==> src/rtl/msgbox_pkg.sv <==
package msgbox_pkg;
  localparam int DATA_W  = 8;
  localparam int FIELD_W = 5;

  typedef enum logic [1:0] {
    OFS_IN_CNT   = 2'd0,
    OFS_OUT_CNT  = 2'd1,
    OFS_OUT_PORT = 2'd2,
    OFS_IN_PORT  = 2'd3
  } mb_ofs_e;
endpackage

==> src/rtl/msgbox_rst_sync.sv <==
module msgbox_rst_sync #(
  parameter int STAGES = 2
) (
  input  logic clk,
  input  logic rst_n,
  output logic srst_n
);
  generate
    if (STAGES < 2) begin : g_single
      logic q;
      always_ff @(posedge clk or negedge rst_n) begin
        if (!rst_n) q <= 1'b0;
        else        q <= 1'b1;
      end
      assign srst_n = q;
    end else begin : g_chain
      logic [STAGES-1:0] q;
      always_ff @(posedge clk or negedge rst_n) begin
        if (!rst_n) q <= '0;
        else        q <= {q[STAGES-2:0], 1'b1};
      end
      assign srst_n = q[STAGES-1];
    end
  endgenerate
endmodule

==> src/rtl/msgbox_decode.sv <==
module msgbox_decode
  import msgbox_pkg::*;
(
  input  logic               clk,
  input  logic               rst_n,
  input  logic               wr_en,
  input  logic               rd_en,
  input  logic [1:0]         addr,
  input  logic [DATA_W-1:0]  wdata,
  input  logic [FIELD_W-1:0] in_cnt,
  input  logic [FIELD_W-1:0] out_cnt,
  input  logic [DATA_W-1:0]  out_byte,
  output logic               in_data_we,
  output logic               in_cnt_we,
  output logic               out_data_re,
  output logic [DATA_W-1:0]  rdata
);
  localparam int PAD_W = DATA_W - FIELD_W;

  mb_ofs_e           ofs;
  logic [DATA_W-1:0] port_q, port_d;
  logic              port_en;

  assign ofs = mb_ofs_e'(addr);

  always_comb begin
    in_data_we  = wr_en && (ofs == OFS_IN_PORT);
    in_cnt_we   = wr_en && (ofs == OFS_IN_CNT);
    out_data_re = rd_en && (ofs == OFS_OUT_PORT);
    port_en     = in_data_we;
    port_d      = wdata;
  end

  always_ff @(posedge clk or negedge rst_n) begin
    if (!rst_n)       port_q <= '0;
    else if (port_en) port_q <= port_d;
  end

  always_comb begin
    rdata = '0;
    if (rd_en) begin
      unique case (ofs)
        OFS_IN_CNT:   rdata = {{PAD_W{1'b0}}, in_cnt};
        OFS_OUT_CNT:  rdata = {{PAD_W{1'b0}}, out_cnt};
        OFS_OUT_PORT: rdata = out_byte;
        OFS_IN_PORT:  rdata = port_q;
      endcase
    end
  end
endmodule

==> src/rtl/msgbox_in_buf.sv <==
module msgbox_in_buf
  import msgbox_pkg::*;
#(
  parameter int DEPTH = 16
) (
  input  logic               clk,
  input  logic               rst_n,
  input  logic               wr_en,
  input  logic [DATA_W-1:0]  wr_data,
  input  logic               commit_en,
  input  logic [FIELD_W-1:0] commit_val,
  output logic               empty,
  output logic [FIELD_W-1:0] cnt_reg,
  output logic               err,
  output logic               valid,
  input  logic               ready,
  output logic [DATA_W-1:0]  data,
  output logic               last
);
  localparam int PTR_W = (DEPTH > 1) ? $clog2(DEPTH) : 1;
  localparam logic [FIELD_W-1:0] DEPTH_F = FIELD_W'(DEPTH);
  localparam logic [FIELD_W-1:0] ONE_F   = FIELD_W'(1);

  logic [DATA_W-1:0]  mem [DEPTH];
  logic               empty_q, empty_d;
  logic               err_q, err_d;
  logic [FIELD_W-1:0] wcnt_q, wcnt_d;
  logic [FIELD_W-1:0] rcnt_q, rcnt_d;
  logic [FIELD_W-1:0] clen_q, clen_d;
  logic [FIELD_W-1:0] creg_q, creg_d;
  logic               mem_we, hs, fin, take_commit, over;
  logic [FIELD_W-1:0] sat_val;
  logic               st_en;

  always_comb begin
    over        = commit_val > DEPTH_F;
    sat_val     = over ? DEPTH_F : commit_val;
    take_commit = commit_en && empty_q;
    mem_we      = wr_en && empty_q && (wcnt_q < DEPTH_F);
    hs          = !empty_q && ready;
    fin         = hs && (rcnt_q == clen_q - ONE_F);
  end

  always_comb begin
    empty_d = empty_q;
    err_d   = err_q;
    wcnt_d  = wcnt_q;
    rcnt_d  = rcnt_q;
    clen_d  = clen_q;
    creg_d  = creg_q;
    if (mem_we) wcnt_d = wcnt_q + ONE_F;
    if (take_commit) begin
      creg_d = sat_val;
      if (over) err_d = 1'b1;
      if (sat_val != '0) begin
        empty_d = 1'b0;
        clen_d  = sat_val;
        rcnt_d  = '0;
      end else begin
        wcnt_d  = '0;
      end
    end
    if (hs) begin
      rcnt_d = rcnt_q + ONE_F;
      if (fin) begin
        empty_d = 1'b1;
        wcnt_d  = '0;
      end
    end
  end

  assign st_en = mem_we || take_commit || hs;

  always_ff @(posedge clk or negedge rst_n) begin
    if (!rst_n) begin
      empty_q <= 1'b1;
      err_q   <= 1'b0;
      wcnt_q  <= '0;
      rcnt_q  <= '0;
      clen_q  <= '0;
      creg_q  <= '0;
    end else if (st_en) begin
      empty_q <= empty_d;
      err_q   <= err_d;
      wcnt_q  <= wcnt_d;
      rcnt_q  <= rcnt_d;
      clen_q  <= clen_d;
      creg_q  <= creg_d;
    end
  end

  always_ff @(posedge clk) begin
    if (mem_we) mem[wcnt_q[PTR_W-1:0]] <= wr_data;
  end

  assign empty   = empty_q;
  assign err     = err_q;
  assign cnt_reg = creg_q;
  assign valid   = !empty_q;
  assign data    = empty_q ? '0 : mem[rcnt_q[PTR_W-1:0]];
  assign last    = !empty_q && (rcnt_q == clen_q - ONE_F);
endmodule

==> src/rtl/msgbox_out_buf.sv <==
module msgbox_out_buf
  import msgbox_pkg::*;
#(
  parameter int DEPTH = 16
) (
  input  logic               clk,
  input  logic               rst_n,
  input  logic               fill_en,
  input  logic [DATA_W-1:0]  fill_data,
  input  logic               load_en,
  input  logic [FIELD_W-1:0] load_len,
  input  logic               rd_en,
  output logic [FIELD_W-1:0] remain,
  output logic [DATA_W-1:0]  rd_byte,
  output logic               busy
);
  localparam int PTR_W = (DEPTH > 1) ? $clog2(DEPTH) : 1;
  localparam logic [FIELD_W-1:0] DEPTH_F = FIELD_W'(DEPTH);
  localparam logic [FIELD_W-1:0] ONE_F   = FIELD_W'(1);

  logic [DATA_W-1:0]  mem [DEPTH];
  logic [FIELD_W-1:0] left_q, left_d;
  logic [FIELD_W-1:0] rptr_q, rptr_d;
  logic [FIELD_W-1:0] fcnt_q, fcnt_d;
  logic               idle, mem_we, take_load, take_rd, st_en;

  always_comb begin
    idle      = (left_q == '0);
    take_load = load_en && idle;
    mem_we    = fill_en && idle && !load_en && (fcnt_q < DEPTH_F);
    take_rd   = rd_en && !idle;
  end

  always_comb begin
    left_d = left_q;
    rptr_d = rptr_q;
    fcnt_d = fcnt_q;
    if (mem_we) fcnt_d = fcnt_q + ONE_F;
    if (take_load) begin
      left_d = (load_len > DEPTH_F) ? DEPTH_F : load_len;
      rptr_d = '0;
      fcnt_d = '0;
    end
    if (take_rd) begin
      left_d = left_q - ONE_F;
      rptr_d = rptr_q + ONE_F;
    end
  end

  assign st_en = mem_we || take_load || take_rd;

  always_ff @(posedge clk or negedge rst_n) begin
    if (!rst_n) begin
      left_q <= '0;
      rptr_q <= '0;
      fcnt_q <= '0;
    end else if (st_en) begin
      left_q <= left_d;
      rptr_q <= rptr_d;
      fcnt_q <= fcnt_d;
    end
  end

  always_ff @(posedge clk) begin
    if (mem_we) mem[fcnt_q[PTR_W-1:0]] <= fill_data;
  end

  assign remain  = left_q;
  assign busy    = !idle;
  assign rd_byte = idle ? '0 : mem[rptr_q[PTR_W-1:0]];
endmodule

==> src/rtl/msgbox_top.sv <==
module msgbox_top
  import msgbox_pkg::*;
#(
  parameter int DEPTH      = 16,
  parameter int SYNC_STAGE = 2
) (
  input  logic               clk,
  input  logic               rst_n,
  input  logic               host_wr_en,
  input  logic               host_rd_en,
  input  logic [1:0]         host_addr,
  input  logic [DATA_W-1:0]  host_wdata,
  output logic [DATA_W-1:0]  host_rdata,
  output logic               in_empty,
  output logic               in_len_err,
  output logic               core_in_valid,
  input  logic               core_in_ready,
  output logic [DATA_W-1:0]  core_in_data,
  output logic               core_in_last,
  input  logic               core_out_fill_en,
  input  logic [DATA_W-1:0]  core_out_fill_data,
  input  logic               core_out_load,
  input  logic [FIELD_W-1:0] core_out_len,
  output logic               core_out_busy
);
  logic               srst_n;
  logic               in_data_we, in_cnt_we, out_data_re;
  logic [FIELD_W-1:0] in_cnt_w, out_len_w;
  logic [DATA_W-1:0]  out_byte_w;

  msgbox_rst_sync #(.STAGES(SYNC_STAGE)) u_rst (
    .clk(clk), .rst_n(rst_n), .srst_n(srst_n)
  );

  msgbox_decode u_dec (
    .clk(clk), .rst_n(srst_n),
    .wr_en(host_wr_en), .rd_en(host_rd_en), .addr(host_addr), .wdata(host_wdata),
    .in_cnt(in_cnt_w), .out_cnt(out_len_w), .out_byte(out_byte_w),
    .in_data_we(in_data_we), .in_cnt_we(in_cnt_we), .out_data_re(out_data_re),
    .rdata(host_rdata)
  );

  msgbox_in_buf #(.DEPTH(DEPTH)) u_in (
    .clk(clk), .rst_n(srst_n),
    .wr_en(in_data_we), .wr_data(host_wdata),
    .commit_en(in_cnt_we), .commit_val(host_wdata[FIELD_W-1:0]),
    .empty(in_empty), .cnt_reg(in_cnt_w), .err(in_len_err),
    .valid(core_in_valid), .ready(core_in_ready),
    .data(core_in_data), .last(core_in_last)
  );

  msgbox_out_buf #(.DEPTH(DEPTH)) u_out (
    .clk(clk), .rst_n(srst_n),
    .fill_en(core_out_fill_en), .fill_data(core_out_fill_data),
    .load_en(core_out_load), .load_len(core_out_len),
    .rd_en(out_data_re),
    .remain(out_len_w), .rd_byte(out_byte_w), .busy(core_out_busy)
  );
endmodule

==> config.mk <==
export PLATFORM = sky130hd
export DESIGN_NAME = msgbox_top
export DESIGN_NICKNAME = d
export VERILOG_FILES = /design/src/rtl/msgbox_pkg.sv /design/src/rtl/msgbox_rst_sync.sv /design/src/rtl/msgbox_decode.sv /design/src/rtl/msgbox_in_buf.sv /design/src/rtl/msgbox_out_buf.sv /design/src/rtl/msgbox_top.sv
export SDC_FILE = /design/constraint.sdc
export NUM_CORES = 1
export LEC_CHECK = 0
export BUFFER_PORTS_ARGS = -buffer_cell sky130_fd_sc_hd__buf_2
export CORE_UTILIZATION = 48
export CTS_BUF_LIST = sky130_fd_sc_hd__clkbuf_2
export DETAILED_ROUTE_END_ITERATION = 10
export GPL_ROUTABILITY_DRIVEN = 0
export PLACE_DENSITY_LB_ADDON = 0.3
export SLEW_MARGIN = 20
export SYNTH_ARGS = -nofsm -noshare
export SYNTH_HDL_FRONTEND = slang
export SYNTH_SLANG_ARGS = --single-unit
==> constraint.sdc <==
create_clock -name clk -period 3.3 [get_ports clk]
set_clock_uncertainty 0.05 [all_clocks]
set_input_delay 0.165 -clock clk [delete_from_list [all_inputs] [get_ports clk]]
set_output_delay 0.165 -clock clk [all_outputs]
set_load 0.02 [all_outputs]
* After elaboration in Yosys (flattened, before gate mapping)
Memory sizes are Yosys's and may differ from the RTL's.
Cells that the tools add are included.
** Word-level totals
- Word-level logic and storage cells :: 89
- Output and inout bits :: 21
- RAM bits :: 256
- Input bits :: 30
- Register bits :: 47
- Memories :: 2
** Cells by class
- Mux-type cells :: 28
- Reductions and logical operators :: 34
- $lt $le $gt $ge :: 4
- $add $sub $neg :: 6
- Equal/unequal tests :: 4
** Memory list
- u_in.mem :: depth 16, bits a word 8, read ports 1, clocked after memory_dff 0, write ports 1, line msgbox_in_buf.sv:24 : logic [DATA_W-1:0] mem [DEPTH];
- u_out.mem :: depth 16, bits a word 8, read ports 1, clocked after memory_dff 0, write ports 1, line msgbox_out_buf.sv:21 : logic [DATA_W-1:0] mem [DEPTH];
** Operator list (number)
- $mux 5 :: 16
- $pmux 8 s4 :: 1
- $mux 8 :: 3
- $add 5x1->5 const B :: 4
- $logic_and 1x1->1 :: 14
- $gt 5x5->1 const B :: 2
- $lt 5x5->1 const B :: 2
- $sub 5x1->5 const B :: 2
- $reduce_and 3->1 :: 3
- $mux 1 :: 8
- $reduce_bool 2->1 :: 4
- $reduce_and 2->1 :: 3
- $eq 5x5->1 :: 1
- $logic_not 5->1 :: 1
- $reduce_bool 5->1 :: 1
- $eq 2x2->1 const B :: 2
- $logic_or 1x1->1 :: 4
- $logic_not 1->1 :: 3
- $eq 2x1->1 const B :: 1
- $logic_not 2->1 :: 1

* Logic depth before layout (Yosys ltp)
- Depth in word-level cells :: 9
- Depth in mapped cells :: 8
- Mapped depth without buffers :: 7

* Hierarchy
From an unflattened synthesis, not the netlist that was laid out.
** Second synthesis, totals
- Cell total of the unflattened synthesis :: 685
- Area total of the unflattened synthesis :: 12477.0 µm²
** Modules (own cells, without submodules)
- msgbox_in_buf :: area an instance 6125.9 µm², cells an instance 334, sequential area each 4395.5 µm², instances 1
- msgbox_out_buf :: area an instance 5769.3 µm², cells an instance 303, sequential area each 4194.0 µm², instances 1
- msgbox_decode :: area an instance 528.0 µm², cells an instance 45, sequential area each 200.2 µm², instances 1
- msgbox_rst_sync :: area an instance 53.8 µm², cells an instance 3, sequential area each 50.0 µm², instances 1

* Worst setup path before layout
No wires, ideal clock.
- Path type :: register to register
- Start point :: register u_out.left_q[0] (netlist: u_out.remain[0])
- End point :: memory u_out.mem[0][0] (enable)
- Setup slack :: 0.849 ns
- Arrival time :: 2.017 ns
- Clock period less this slack :: 2.451 ns
- Buffers on the path :: 1
- Library setup time :: 0.383 ns
- Cell stages (with the launch flop) :: 8
- Cells stage by stage :: dfrtp_1 > inv_1 > ha_1 > nor4b_4 > and2_0 > clkbuf_1 > nand2_1 > nor3_1
** Between the ends
- Cells in the longest elaborated chain, start to end :: 6
** Ends and longest elaborated chain
- start, declared :: line msgbox_out_buf.sv:22 : logic [FIELD_W-1:0] left_q, left_d;
- start signal, assigned :: line msgbox_out_buf.sv:58 : left_q <= left_d;
- $logic_not 5->1 :: line msgbox_out_buf.sv:28 : idle = (left_q == '0);
- $logic_and 1x1->1 (3 in a row) :: line msgbox_out_buf.sv:30 : mem_we = fill_en && idle && !load_en && (fcnt_q < DEPTH_F);
- $mux 1 :: line msgbox_out_buf.sv:65 : if (mem_we) mem[fcnt_q[PTR_W-1:0]] <= fill_data;
- $mux 1 (not written as such) :: line msgbox_out_buf.sv:65
- end, declared :: line msgbox_out_buf.sv:21
Every way passes these cells.

* Worst setup path after layout
- Start point :: register u_out.rptr_q[0]
- End point :: output port host_rdata[5]
** Between the ends
- Cells in the longest elaborated chain, start to end :: 4
** Ends and longest elaborated chain
- start, declared :: line msgbox_out_buf.sv:23 : logic [FIELD_W-1:0] rptr_q, rptr_d;
- start signal, assigned :: line msgbox_out_buf.sv:59 : rptr_q <= rptr_d;
- $mem_v2 16x8
- $mux 8 :: line msgbox_out_buf.sv:70 : assign rd_byte = idle ? '0 : mem[rptr_q[PTR_W-1:0]];
- $pmux 8 s4 :: line msgbox_decode.sv:42 : unique case (ofs)
- $mux 8 :: line msgbox_decode.sv:41 : if (rd_en) begin
- end, declared :: line msgbox_top.sv:13 : output logic [DATA_W-1:0] host_rdata,
Every way passes these cells.

==> metrics.txt <==
total power=10.34 mW; RSZ-0062 raised after global routing=no; worst-margin pin slew=0.7964 ns; Core ar.=0.02547 mm²; Initial Util=49.43%; Max Buffers Root-to-Sink=3; Slew Limit Fails=0; power per cell area=715.1 mW/mm²; WL per Instance=22.44 µm; Hold Crit Class=input pin to flip-flop; Crit Path Category=flip-flop to primary output; post-synthesis register bit count=302; fin util=56.79%; Post-Syn Area=0.01259 mm²; Die Height=164.0 µm; Synth Area in Compound Gates=4.532%; sequential power share=45.7%; Fin Setup TNS=0 ns; vias in the first global route=7541; clock transition at the registers of the reported paths=0.09 ns; Fin. Hold Viols=0; endpoints failing setup=0; clock sink total=302; H-tree Lvls=3; period utilization=97.00%; simple-gate share of the synthesized area=6.440%; die area=0.02688 mm²; asr flop ratio synth=15.23%; Critical Path RT=3.08 ns; share of layout cells above drive strength 1=30.42%; Leakage=5.180 nW; Max Cap Viol=0; initial antenna violation count=1; arrival time at the worst endpoint=2.99 ns; Ports=51; Primary FF master, synth=edfxtp_1; Clock Latency Late Sink=0.88 ns; Post-Place Cell Area=0.01322 mm²; GRT Overall Usage=21.89%; main combinational cell family by area after synthesis=multiplexers; CTS tree=yes; first-pass GRT wire length=42.88 mm; Worst setup SP type=flip-flop; area growth from synthesis to layout=14.90%; placement row count=58; P_int=6.951 mW; Residual DRC=0; antenna-violating nets left=0; Hold Slack=0.07880 ns; Logic pwr share=29.1%; Buffers on Ports=50; Buf/Inv on CP=2; Slowest Stage Delay on Critical Path=0.59 ns; Syn Nets=756; Worst setup EP type=primary output; crit path max fanout=12; Die W=164.0 µm; post-synthesis mux area share=14.93%; CP top delay family=multiplexers; First-pass DRT Iterations=5; WL final=28.25 mm; status=completed; Congestion Overflow GR=0; Yosys warning count=0; initial DRC count=526; Net Sw Frac=32.81%; fin area=0.01447 mm²; clock root cell=clkbuf_2; cts bufs inserted=77; post-DP HPWL=18.06 mm; via/cell ratio=5.736; cells along the critical path=buf_12 -> mux4_1 -> mux4_2 -> a32o_1 -> buf_2; Mapped Cells=713; peak supply drop=375.1 µV; nets=909; Mapped Avg Cell Area=17.66 µm²; Post-Synth Adder-Cell Area=1.292%; relative max-transition margin=46.91%; clock power share=25.2%; largest net degree at the start of global routing=45; FMAX=312.4 MHz; routed vias=7221; EDFF count, synth=256; Netlist cell types=68; Final min period=3.201 ns; Synth Area in XOR/XNOR=0.7653%; Worst path slowest cell=mux4_1; register area share after synthesis=70.21%; Psw=3.394 mW
-- stage by stage --
step,std cells,setup WS (ns)
final,1259,0.09904
after global routing,1259,0.002980
after CTS,1248,0.002489
after detailed placement,1071,0.5688
after global placement,1071,0.7061
after floorplan,713,0.8491
-- power groups by stage --
| stage | Sequential (mW) | Combinational [mW] | Clock (mW) |
|---|---|---|---|
| 2_1_floorplan | 4.61 | 2.17 | 0 |
| 3_3_place_gp | 4.79 | 2.71 | 0 |
| 3_5_place_dp | 4.81 | 2.79 | 0 |
| 4_1_cts | 4.73 | 2.90 | 2.68 |
| 5_1_grt | 4.77 | 3.24 | 2.88 |
| 6_report | 4.73 | 3.01 | 2.61 |
-- synthesized netlist by cell type (4+ instances only) --
cell type | count | share of area [%]
edfxtp_1 | 256 | 61
mux4_2 | 46 | 8.2
dfrtp_1 | 45 | 8.9
nand2_1 | 35 | 1.0
mux2i_1 | 31 | 2.5
nor2_1 | 26 | 0.78
clkbuf_1 | 21 | 0.63
and2_1 | 17 | 0.84
mux2_2 | 17 | 1.5
o22ai_1 | 16 | 0.80
ha_1 | 13 | 1.3
mux4_1 | 13 | 2.7
nor3_1 | 13 | 0.52
inv_1 | 11 | 0.33
buf_2 | 10 | 0.40
nand3_1 | 9 | 0.36
o21ai_0 | 9 | 0.36
a22oi_1 | 8 | 0.48
a21oi_1 | 7 | 0.28
nand2b_1 | 7 | 0.35
xnor2_1 | 7 | 0.49
a22o_1 | 5 | 0.35
a31oi_1 | 5 | 0.25
and3_1 | 5 | 0.25
buf_1 | 5 | 0.15
nor2b_1 | 5 | 0.25
nor4_1 | 5 | 0.25
a211oi_1 | 4 | 0.24
nand3b_1 | 4 | 0.24
xor2_1 | 4 | 0.28
-- final timing paths --
kind | start | endpoint | slack, ns | cells after the start
worst min-delay path | host_addr[0] | u_dec.port_q[2] | 0.08 | 4
min in group asynchronous | rst_n | u_rst.g_chain.q[1] | 0.18 | 3
max in group asynchronous | u_rst.g_chain.q[1] | u_out.rptr_q[1] | 2.48 | 0
worst min register to register | u_rst.g_chain.q[1] | u_out.fcnt_q[3] | 0.21 | 0
worst max register to register | u_out.remain[1] | u_out.mem[5][3] | 0.46 | 7
worst max-delay path | u_out.rptr_q[0] | host_rdata[5] | 0.1 | 5
-- layout make-up --
type | count | area (µm²)
Inverter | 12 | 45.04
Clock buffer | 116 | 580.6
Sequential cell | 302 | 8850
Timing Repair Buffer | 113 | 855.8
Clock inverter | 24 | 165.2
Fill cell | 1932 | 11010
Tap cell | 330 | 412.9
Antenna cell | 2 | 5.005
Multi-Input combinational cell | 360 | 3551
-- layout by cell type, fill, tap and decap left out, types with 16 or more instances in the layout --
cell	instances
clkbuf_2	116
buf_2	50
nor2_1	26
o22ai_1	16
mux2i_1	31
mux2_2	17
dlygate4sd3_1	36
mux4_2	46
dfrtp_1	41
edfxtp_1	256
buf_4	24
and2_1	18
nand2_1	35
-- per-layer routing --
layer / GRT usage, % / vias up / share of wire [%]
li1: - / 3215 / -
met1: 25.99 / 3697 / 40
met2: 38.17 / 247 / 52
met3: 4.798 / 62 / 5.1
met4: 9.806 / 0 / 3.1
met5: 0 / - / 0
-- worst register-to-register path: stages, from the launching register on --
cell     delay, ns
dfrtp_1       0.42
inv_1         0.12
ha_1          0.15
nor4b_4       0.32
buf_4         0.21
and2_0        0.36
nand2_1       0.19
nor2_1        0.62
-- logic make-up (layout without fill, tap and decap cells) --
kind of cell / Yosys count / after routing
xor+xnor: 11 / 11
simple gates: 148 / 148
fa+ha+maj: 13 / 13
compound gates: 80 / 80
mux: 107 / 107
flops: 302 / 302
buf+inv: 51 / 265
other cells: 1 / 3
-- what timing repair did --
action | 4_1_cts | 5_1_grt
endpoints found under the hold margin | 307 | 0
setup endpoints to repair | 4 | 8
setup buffers | 1 | 8
resized for setup | 4 | 6
hold buffers | 36 | 0
cloned | 0 | 1
Note: power is estimated with default switching activity, not from simulation.
